## config.mk

```make
export PLATFORM = sky130hd
export DESIGN_NAME = gpio_port
export DESIGN_NICKNAME = d
export VERILOG_FILES = /design/src/rtl/gpio_port.sv
export SDC_FILE = /design/constraint.sdc
export NUM_CORES = 1
export LEC_CHECK = 0
export BUFFER_PORTS_ARGS = -buffer_cell sky130_fd_sc_hd__buf_2
export CORE_MARGIN = 4
export CORE_UTILIZATION = 45
export CTS_CLUSTER_DIAMETER = 120
export DETAILED_ROUTE_END_ITERATION = 6
export PLACE_DENSITY = 0.76
export REMOVE_ABC_BUFFERS = 1
export SYNTH_ARGS = -nofsm -noshare
export SYNTH_HDL_FRONTEND = slang
export SYNTH_SLANG_ARGS = --single-unit
```

## constraint.sdc

```tcl
create_clock -name clk -period 2.8 [get_ports clk]
set_input_delay 0.56 -clock clk [delete_from_list [all_inputs] [get_ports clk]]
set_output_delay 0.56 -clock clk [all_outputs]
set_load 0.01 [all_outputs]
```

## src/rtl/gpio_port.sv

```systemverilog
module gpio_port #(
  parameter int WIDTH       = 8,
  parameter int AW          = 8,
  parameter int SYNC_STAGES = 2,
  parameter logic [AW-1:0] ADDR_PIN = 8'h10,
  parameter logic [AW-1:0] ADDR_DIR = 8'h11,
  parameter logic [AW-1:0] ADDR_OUT = 8'h12
) (
  input  logic             clk,
  input  logic             rst_n,
  input  logic [AW-1:0]    bus_addr,
  input  logic             bus_wr,
  input  logic [WIDTH-1:0] bus_wdata,
  input  logic             bus_rd,
  output logic [WIDTH-1:0] bus_rdata,
  input  logic [WIDTH-1:0] pad_in,
  output logic [WIDTH-1:0] pad_out,
  output logic [WIDTH-1:0] pad_oe,
  output logic [WIDTH-1:0] pad_pu
);

  localparam logic [WIDTH-1:0] ZERO = '0;

  logic [WIDTH-1:0] out_q;
  logic [WIDTH-1:0] dir_q;
  logic [WIDTH-1:0] sync_q [SYNC_STAGES];
  logic [WIDTH-1:0] pin_lvl;
  logic [WIDTH-1:0] rst_mask;

  wire hit_out = bus_addr == ADDR_OUT;
  wire hit_dir = bus_addr == ADDR_DIR;
  wire hit_pin = bus_addr == ADDR_PIN;

  always_ff @(posedge clk or negedge rst_n) begin
    if (!rst_n) begin
      out_q <= ZERO;
      dir_q <= ZERO;
    end else if (bus_wr) begin
      if (hit_out) out_q <= bus_wdata;
      if (hit_dir) dir_q <= bus_wdata;
    end
  end

  genvar s;
  generate
    for (s = 0; s < SYNC_STAGES; s++) begin : g_sync
      always_ff @(posedge clk or negedge rst_n) begin
        if (!rst_n) sync_q[s] <= ZERO;
        else if (s == 0) sync_q[s] <= pad_in;
        else sync_q[s] <= sync_q[(s == 0) ? 0 : s - 1];
      end
    end
  endgenerate

  assign pin_lvl = sync_q[SYNC_STAGES-1];

  always_comb begin
    bus_rdata = ZERO;
    if (bus_rd) begin
      if (hit_out)      bus_rdata = out_q;
      else if (hit_dir) bus_rdata = dir_q;
      else if (hit_pin) bus_rdata = pin_lvl;
    end
  end

  assign rst_mask = {WIDTH{rst_n}};
  assign pad_out  = out_q & rst_mask;
  assign pad_oe   = dir_q & rst_mask;
  assign pad_pu   = ~dir_q & out_q & rst_mask;

  always_comb begin
    if (rst_n == 1'b0)
      a_r1_reset_float: assert ((pad_oe | pad_pu | pad_out) == ZERO);
  end

  a_r2_out_write: assert property (@(posedge clk) disable iff (!rst_n)
    (bus_wr && hit_out) |=> pad_out == $past(bus_wdata));

  a_r3_dir_write: assert property (@(posedge clk) disable iff (!rst_n)
    (bus_wr && hit_dir) |=> pad_oe == $past(bus_wdata));

  a_r5_pin_nowrite: assert property (@(posedge clk) disable iff (!rst_n)
    (bus_wr && hit_pin) |=> ($stable(pad_out) && $stable(pad_oe)));

  a_r7_pu_excl: assert property (@(posedge clk) disable iff (!rst_n)
    (pad_pu & pad_oe) == ZERO);

  a_r9_unmapped: assert property (@(posedge clk) disable iff (!rst_n)
    (bus_wr && !hit_out && !hit_dir) |=> ($stable(pad_out) && $stable(pad_oe)));

  a_r10_idle_read: assert property (@(posedge clk) disable iff (!rst_n)
    !bus_rd |-> bus_rdata == ZERO);

endmodule

```

==> results of run 1 <==
-- registers in the layout (all words and copies together) (netlist names) --
name	flops
dir_q	8
sync_q	8
out_q	8
pin_lvl	8
-- synth_stat cells --
master / n / area, um2
nand4_1: 1 / 6.26
and2_1: 16 / 100
mux2_2: 8 / 90.1
buf_2: 1 / 5.00
clkbuf_1: 4 / 15.0
or4b_1: 1 / 10.0
nor4b_1: 1 / 8.76
o2bb2ai_1: 1 / 8.76
buf_6: 1 / 11.3
nor2_1: 16 / 60.1
nand3_1: 1 / 5.00
or3b_1: 1 / 8.76
nor2b_1: 9 / 56.3
a2111oi_0: 7 / 61.3
mux2_4: 8 / 120
inv_1: 1 / 3.75
nand2b_1: 8 / 50.1
or2_2: 1 / 6.26
dfrtp_1: 32 / 801
nor3_1: 1 / 5.00
-- layer usage --
layer  vias up  share of wire
li1        527              -
met1       524           0.41
met2        46           0.49
met3         6          0.081
met4         0          0.013
met5         -              0
-- metrics by stage --
stage / util / worst slack, ns
final: 0.614 / 0.196
after detailed placement: 0.579 / -0.00935
after global routing: 0.614 / 0.108
after floorplan: - / 0.372
after global placement: 0.579 / 0.153
after CTS: 0.611 / 0.00480
-- cells by family after synthesis --
logic type | Yosys count | synth area share
AOI/OAI and AO/OA | 8 | 0.0489
buffers and inverters | 7 | 0.0244
DFF | 32 | 0.559
muxes | 16 | 0.147
and+or+nand+nor | 56 | 0.221
-- worst paths after layout --
| path | start | end | slack, ns | depth (start not counted) |
|---|---|---|---|---|
| max in group asynchronous | rst_n | pin_lvl[3]$_DFF_PN0_ | 1.98 | 2 |
| hold reg to reg | sync_q[14]$_DFF_PN0_ | pin_lvl[6]$_DFF_PN0_ | 0.35 | 0 |
| hold / removal | rst_n | out_q[7]$_DFFE_PN0P_ | 0.19 | 1 |
| setup reg to reg | dir_q[1]$_DFFE_PN0P_ | dir_q[1]$_DFFE_PN0P_ | 2.00 | 1 |
| min in group clk | pad_in[1] | sync_q[9]$_DFF_PN0_ | 0.33 | 1 |
| setup / recovery | bus_addr[5] | bus_rdata[6] | 0.20 | 5 |
-- layout make-up --
cell class,instances,area (um2)
fill,285,1180
clock buffer,7,65.1
inverter,1,3.75
multi-input combinational,80,608
timing repair buffer,61,310
clock inverter,1,30.0
sequential,32,801
tap,44,55.1
-- power groups by stage --
| stage | Combinational [W] | Clock [W] | Sequential [W] |
|---|---|---|---|
| floorplan | 0.0000365 | 0 | 0.000502 |
| global placement | 0.0000826 | 0 | 0.000505 |
| detailed placement | 0.0000864 | 0 | 0.000506 |
| CTS | 0.0000872 | 0.000394 | 0.000496 |
| global route | 0.0000964 | 0.000414 | 0.000500 |
| finish | 0.0000863 | 0.000384 | 0.000497 |
-- repair_timing --
item	CTS	global route
gates resized for setup	1	1
pin swaps	1	0
cloned	0	0
endpoints found under the setup margin	1	3
==> results.py, run 1 <==
metrics = {
    "drt": {
        "detail_route.wl_per_cell_um": 14.0,
        "drc": 0,
        "detail-route-antenna-nets": 0,
        "vias": 1103,
        "vias_per_cell": 4.88,
        "drt_first_pass_iters": 4,
        "wl_um": 3170,
        "drtIter0Drc": 70,
    },
    "clocking": {
        "cts_tree": "yes",
        "clk_latency_ns": 0.33,
        "numCtsBuffers": 5,
        "cts-root-buf": "clkbuf_4",
        "cts.path.max_buffers": 2,
        "cts_max_level": 2,
        "cts.sinks": 32,
        "ctsHoldBuffers": 0,
        "cts_setup_buffers": 0,
        "path_clk_slew_ns": 0.10,
    },
    "pwr": {
        "switchingPower_w": 0.000202,
        "max-vdd-ir-drop_uv": 287,
        "p_int_w": 0.000764,
        "clkPwrFrac": 0.397,
        "p_leak_nw": 1.03,
        "power_w": 0.000967,
        "powerDensity_mw_per_mm2": 516,
        "swShare": 0.209,
        "p_comb_frac": 0.089,
        "p_seq_frac": 0.514,
    },
    "worst_setup_path": {
        "cp_max_fo": 8,
        "crit_path_max_incr_delay_ns": 0.50,
        "cp_top_family": "simple AND/OR/NAND/NOR gates",
        "path_class": "in2out",
        "cp_num_buf_inv": 2,
        "worstPathRequired_ns": 2.24,
        "startpoint_type": "input pin",
        "end_kind": "output port",
        "crit_slowest_cell": "a2111oi_0",
        "crit_top_cell": "buf_2",
        "cp_cell_sequence": "buf_2 -> nor4b_2 -> nand3_2 -> a2111oi_0 -> buf_2",
        "cp.arrival_ns": 2.04,
    },
    "place": {
        "place_inst": 218,
        "placed_area_mm2": 0.00177,
        "place_congestion": 0.800,
        "io_buffers": 59,
        "dp_hpwl_um": 2350,
    },
    "global_route": {
        "grt_start_max_net_pins": 32,
        "gr-max-usage-layer": "met2",
        "antenna_found_initial": 0,
        "grtUsageTotal": 0.163,
        "grt_pass1_wl_um": 5090,
        "gr-usage-met2": 0.280,
        "grt_pass1_vias": 1105,
        "use_met3": 0.0659,
        "use_met1": 0.181,
        "overflow": 0,
    },
    "yosys": {
        "synthDistinctLibCells": 20,
        "synthesis.area_mm2": 0.00143,
        "netlist_instances": 119,
        "syn_avg_cell_area_um2": 12.0,
        "ys_seq_area_frac": 0.559,
        "synth_seq_cells": 32,
        "synth_warnings": 0,
    },
    "timing": {
        "clock_skew_ns": 0.00626,
        "worst_slew_margin_rel": 0.620,
        "fin_tns_setup_ns": 0,
        "maxSlewViolCount": 0,
        "timing.final.crit_share": 0.930,
        "period_minus_slack_ns": 2.60,
        "hold_viol": 0,
        "whs_ns": 0.193,
        "finalSetupViolCount": 0,
        "tightest_slew_ns": 0.570,
        "timing.fmax_mhz": 384,
        "rsz0062_at_grt": "false",
    },
    "job": {
        "cap_viol_max_count": 0,
    },
    "floorplan": {
        "die_h_um": 64.4,
        "start_util": 0.469,
        "die_w_um": 64.4,
        "die_area_mm2": 0.00415,
        "placementRows": 20,
        "top_level_ports": 60,
        "coreArea_mm2": 0.00305,
    },
    "run_status": {
        "outcome": "finished, final reports clean",
    },
    "min_path": {
        "hp-class": "in2async",
    },
    "finish": {
        "n_antenna_cell": 0,
        "finalInstanceArea_mm2": 0.00187,
        "drive_gt1_frac": 0.484,
        "instances_no_fill": 226,
        "final_common_cell": "buf_2",
        "nets": 209,
        "layout_common_cells": "59 x buf_2, 32 x dfrtp_1, 16 x and2_1, 16 x nor2_1, 9 x nor2b_1",
        "area_growth_pct": 30.7,
    },
}
No activity file was read; power rests on OpenSTA's default activity.
==> run 2, diff against run 1 <==
CORE_UTILIZATION = 35   (was 45)
PLACE_DENSITY = unset   (was 0.76)
==> run 2 against run 1 <==
Non-clock buffer count did not move; combinational power fell by 2%; utilization fell by 12 points; final cell count rose by 1.8%; die area rose by 25%; first-iteration DRC count fell by 40%; routed wire length fell by 2.5%; largest cell class unchanged; largest power group unchanged; fmax fell by 6.0%; clock power rose by 11%.
==> results.py, run 2 (same netlist as run 1, synthesis figures left out) <==
metrics = {
    "timing": {
        "period_minus_slack_ns": 2.77,
        "clock_skew_ns": 0.00476,
        "tightest_slew_ns": 0.553,
        "rsz0062_at_grt": "true",
        "finalSetupViolCount": 0,
        "timing.fmax_mhz": 361,
        "hold_viol": 0,
        "worst_slew_margin_rel": 0.631,
        "timing.final.crit_share": 0.989,
        "whs_ns": 0.236,
        "maxSlewViolCount": 0,
    },
    "floorplan": {
        "die_h_um": 72.0,
        "coreArea_mm2": 0.00380,
        "top_level_ports": 60,
        "die_area_mm2": 0.00518,
        "start_util": 0.377,
        "die_w_um": 72.0,
        "placementRows": 22,
    },
    "worst_setup_path": {
        "crit_slowest_cell": "a2111oi_0",
        "cp_cell_sequence": "buf_2 -> nor4b_1 -> nand3_1 -> a2111oi_0 -> buf_2",
        "r2r_slack_ns": 2.00,
        "cp.arrival_ns": 2.21,
        "startpoint": "bus_addr[5]",
        "worstPathRequired_ns": 2.24,
        "path_class": "in2out",
        "cp_max_fo": 8,
        "end_kind": "output port",
        "crit_top_cell": "buf_2",
        "startpoint_type": "input pin",
        "crit_path_max_incr_delay_ns": 0.53,
        "rr_startpoint": "dir_q[2]$_DFFE_PN0P_",
    },
    "drt": {
        "vias_per_cell": 4.67,
        "detail_route.wl_per_cell_um": 13.4,
        "detail-route-antenna-nets": 0,
        "drc": 0,
        "vias": 1075,
        "drtIter0Drc": 42,
        "drt_first_pass_iters": 4,
        "wl_um": 3090,
    },
    "global_route": {
        "grt_pass1_vias": 1080,
        "grt_start_max_net_pins": 30,
        "grt_pass1_wl_um": 5010,
        "overflow": 0,
        "antenna_found_initial": 0,
        "grtUsageTotal": 0.125,
    },
    "clocking": {
        "numCtsBuffers": 5,
        "cts_setup_buffers": 0,
        "cts-root-buf": "clkbuf_8",
        "clk_latency_ns": 0.28,
        "cts.sinks": 32,
        "cts_tree": "yes",
        "cts.path.max_buffers": 2,
        "cts_max_level": 2,
        "path_clk_slew_ns": 0.07,
    },
    "pwr": {
        "powerDensity_mw_per_mm2": 533,
        "max-vdd-ir-drop_uv": 370,
        "p_leak_nw": 1.03,
    },
    "job": {
        "cap_viol_max_count": 0,
    },
    "finish": {
        "area_growth_pct": 32.0,
        "final_common_cell": "buf_2",
        "nets": 209,
        "n_antenna_cell": 0,
        "drive_gt1_frac": 0.478,
        "layout_common_cells": "59 x buf_2, 32 x dfrtp_1, 16 x and2_1, 16 x nor2_1, 9 x nor2b_1",
        "finalInstanceArea_mm2": 0.00189,
        "fill_cells": 359,
    },
    "place": {
        "place_congestion": 0.772,
        "placed_area_mm2": 0.00177,
        "io_buffers": 59,
    },
    "min_path": {
        "hp-class": "in2async",
    },
    "run_status": {
        "outcome": "finished, final reports clean",
    },
}
[run 2: area by class of cell]
type / count / area (um2) / area share
Clock buffer: 5 / 68.8 / 0.0364
Clock inverter: 3 / 42.5 / 0.0225
Inverter: 1 / 3.75 / 0.00199
Multi-Input combinational cell: 80 / 604 / 0.320
Sequential cell: 32 / 801 / 0.424
Tap cell: 48 / 60.1 / 0.0318
Timing Repair Buffer: 61 / 310 / 0.164
[run 2: timing repair]
action                     CTS  global route
setup endpoints to repair    0             2
hold buffers                 0             0
gates resized for setup      0             3
[run 2: path summary, 6_finish.rpt]
path	to	cells past startpoint
setup / recovery	bus_rdata[1]	5
hold / removal	dir_q[3]$_DFFE_PN0P_	1
setup reg to reg	dir_q[2]$_DFFE_PN0P_	1
hold reg to reg	pin_lvl[0]$_DFF_PN0_	0
max in group asynchronous	dir_q[0]$_DFFE_PN0P_	2
min in group clk	pin_lvl[0]$_DFF_PN0_	0
[run 2: report_power, final]
part / switching [W] / internal (W) / leakage [nW]
registers: 0.0000127 / 0.000485 / 0.407
logic: 0.0000414 / 0.0000430 / 0.570
clock network: 0.000162 / 0.000263 / 0.0541
[run 2: critical path: cells and delay by family]
| family | cells | cell delay (ns) |
|---|---|---|
| AOI/OAI and AO/OA | 1 | 0.53 |
| buffers and inverters | 2 | 0.32 |
| and+or+nand+nor | 2 | 0.79 |
[run 2: per-stage QoR]
| stage | TNS [ns] | worst slack, ns | total power [W] | util | std cells |
|---|---|---|---|---|---|
| floorplan | 0 | 0.372 | 0.000539 | - | 113 |
| global placement | 0 | 0.139 | 0.000588 | 0.466 | 222 |
| detailed placement | 0 | 0.0825 | 0.000592 | 0.466 | 222 |
| CTS | 0 | 0.0719 | 0.00102 | 0.496 | 230 |
| global route | -0.0103 | -0.0103 | 0.00105 | 0.498 | 230 |
| finish | 0 | 0.0299 | 0.00101 | 0.498 | 230 |
[run 2: routing by layer]
layer / vias to the layer above / wire [um] / track usage
li1: 523 / - / -
met1: 519 / 1260 / 0.136
met2: 33 / 1600 / 0.228
met3: 0 / 232 / 0.0485
met4: 0 / 0 / 0.0313
met5: - / 0 / 0
==> run 3, diff against run 2 <==
ABC_AREA = 1   (was unset)
CORE_UTILIZATION = 34   (was 35)
TNS_END_PERCENT = 50   (was unset)
==> run 3 against run 2 <==
Via count is 26% higher; sequential power about the same; combinational power up 17%; power up 1.7%; clock skew decreased by 0.0034 ns; cell area rose by 9.4%; synthesized cell count increased by 63%; final cell count rose by 35%; critical path type unchanged.
==> results.py, run 3 <==
metrics = {
    "run_status": {
        "outcome": "finished, final reports clean",
    },
    "floorplan": {
        "die_area_mm2": 0.00596,
        "die_w_um": 77.2,
        "start_util": 0.361,
        "top_level_ports": 60,
        "die_h_um": 77.2,
        "coreArea_mm2": 0.00450,
        "placementRows": 24,
    },
    "timing": {
        "timing.final.crit_share": 0.815,
        "whs_ns": 0.280,
        "final.setup.worst_slack_ns": 0.519,
        "period_minus_slack_ns": 2.28,
        "rsz0062_at_grt": "false",
        "tightest_slew_ns": 0.586,
        "worst_slew_margin_rel": 0.609,
        "fin_tns_setup_ns": 0,
        "timing.fmax_mhz": 438,
        "finalSetupViolCount": 0,
        "clock_skew_ns": 0.00140,
        "hold_viol": 0,
        "maxSlewViolCount": 0,
    },
    "worst_setup_path": {
        "startpoint_type": "input pin",
        "worstPathRequired_ns": 2.24,
        "path_class": "in2out",
        "cp.arrival_ns": 1.72,
        "r2r_slack_ns": 2.10,
        "rr_startpoint": "dir_q[7]$_DFFE_PN0P_",
        "r2r_end": "dir_q[7]$_DFFE_PN0P_",
        "cp_max_fo": 19,
        "end_kind": "output port",
        "ff2ff_path_depth": 2,
    },
    "drt": {
        "wl_met3_um": 317,
        "detail_route.wl_per_cell_um": 11.4,
        "vias": 1355,
        "detail-route-antenna-nets": 0,
        "drt_first_pass_iters": 4,
        "drc": 0,
        "wl_met1_um": 1650,
        "maxUsedRoutingLayer": "met4",
        "wl_um": 3530,
        "met2_length_um": 1510,
        "vias_per_cell": 4.37,
        "drtIter0Drc": 72,
    },
    "yosys": {
        "synth_top_area_cell": "dfrtp_1",
        "syn_avg_cell_area_um2": 8.39,
        "async_flop_share": 1.00,
        "synth-main-ff-cell": "dfrtp_1",
        "synthDistinctLibCells": 16,
        "synthesis.area_mm2": 0.00163,
        "yosysMostFrequentCell": "nand2_1",
        "synth_top_cell_area_share": 0.492,
        "synth_edf_count": 0,
        "synth_common_cells": "47 x nand2_1, 34 x inv_1, 32 x dfrtp_1",
        "synth_seq_cells": 32,
        "synth_warnings": 0,
        "ys_seq_area_frac": 0.492,
        "netlist_instances": 194,
        "synth_area_leaders": "dfrtp_1 49%, nand2_1 11%, o21ai_2 8.6%, inv_1 7.8%, nor2_1 5.8%",
    },
    "clocking": {
        "cts_tree": "yes",
        "cts_setup_buffers": 0,
        "post_cts_resized": 0,
        "ctsHoldBuffers": 0,
        "cts_max_level": 2,
        "clk_latency_ns": 0.28,
        "cts.sinks": 32,
        "path_clk_slew_ns": 0.06,
        "cts-root-buf": "clkbuf_8",
        "numCtsBuffers": 5,
        "cts.path.max_buffers": 2,
    },
    "place": {
        "pre_cts_ws_ns": 0.487,
        "place_congestion": 0.751,
        "place_inst": 302,
        "io_buffers": 59,
        "dp_hpwl_um": 2640,
    },
    "min_path": {
        "hp-class": "in2async",
    },
    "pwr": {
        "powerDensity_mw_per_mm2": 495,
        "max-vdd-ir-drop_uv": 281,
        "p_leak_nw": 1.31,
    },
    "finish": {
        "layout_common_cells": "59 x buf_2, 47 x nand2_1, 34 x inv_1",
        "n_antenna_cell": 0,
        "nets": 285,
        "fill_cells": 461,
        "register_area_um2": 801,
        "area_growth_pct": 27.1,
        "multi_input_area_um2": 653,
        "instances_no_fill": 310,
        "final_common_cell": "buf_2",
        "drive_gt1_frac": 0.372,
    },
    "global_route": {
        "grt_start_max_net_pins": 32,
        "overflow": 0,
        "grt_pass1_vias": 1271,
        "grtUsageTotal": 0.126,
        "grt_pass1_wl_um": 5900,
        "antenna_found_initial": 0,
    },
    "job": {
        "cap_viol_max_count": 0,
    },
}
==> run 3: changes by cell type in the layout (fill, tap and decap cells not counted), moves of 8 or more <==
cell      before  now
and2_1        16    0
nand2_1        0   47
nand3_1        1   18
mux2_4         8    0
o21ai_2        0   16
inv_1          1   34
mux2_2         8    0
nand2b_1       8    0
nor2b_1        9    0
nor2_1        16   25
==> run 3: worst max path at each step <==
stage,depth (start not counted),to,from
after floorplan,7,bus_rdata[3],bus_addr[6]
after CTS,9,bus_rdata[4],bus_addr[7]
after global routing,9,bus_rdata[4],bus_addr[7]
after detailed placement,9,bus_rdata[4],bus_addr[7]
after global placement,9,bus_rdata[4],bus_addr[6]
final,9,bus_rdata[4],bus_addr[7]
==> run 3: cells by family (layout without fill, tap and decap cells) <==
| group | after synthesis | after routing | share of synthesized area |
|---|---|---|---|
| AOI/OAI and AO/OA | 21 | 21 | 0.101 |
| buffers and inverters | 40 | 104 | 0.107 |
| DFF | 32 | 32 | 0.492 |
| and+or+nand+nor | 101 | 101 | 0.300 |
==> run 3: layer usage <==
layer | up-vias | track usage
met5 | - | 0
met4 | 0 | 0.0427
met3 | 5 | 0.0480
met2 | 49 | 0.185
met1 | 584 | 0.168
li1 | 717 | -
==> run 3: critical path, cell delays in order <==
cell,delay (ns)
buf_2,0.09
inv_1,0.04
nand2_1,0.11
nor2_8,0.27
nand3_1,0.22
nand2_1,0.11
nor2_1,0.05
nor2_1,0.11
buf_2,0.15
==> run 3: layout make-up <==
| cell class | instances | share of cell area |
|---|---|---|
| Sequential cell | 32 | 0.387 |
| Multi-Input combinational cell | 122 | 0.316 |
| Timing Repair Buffer | 61 | 0.150 |
| Inverter | 35 | 0.0635 |
| Clock buffer | 6 | 0.0351 |
| Tap cell | 52 | 0.0315 |
| Clock inverter | 2 | 0.0169 |
==> run 3: where the power goes <==
part | internal [W] | total, W | switching [W] | leakage (nW)
Sequential | 0.000485 | 0.000500 | 0.0000146 | 0.407
Combinational | 0.0000385 | 0.0000986 | 0.0000602 | 0.846
Clock | 0.000264 | 0.000425 | 0.000162 | 0.0552
Total | 0.000787 | 0.00102 | 0.000236 | 1.31
==> run 3: stage by stage <==
stage | area, um2 | power, W | utilization
CTS | 2070 | 0.00104 | 0.459
detailed placement | 1960 | 0.000609 | 0.435
finish | 2070 | 0.00102 | 0.459
floorplan | 1590 | 0.000554 | -
global placement | 1960 | 0.000608 | 0.435
global route | 2070 | 0.00107 | 0.459
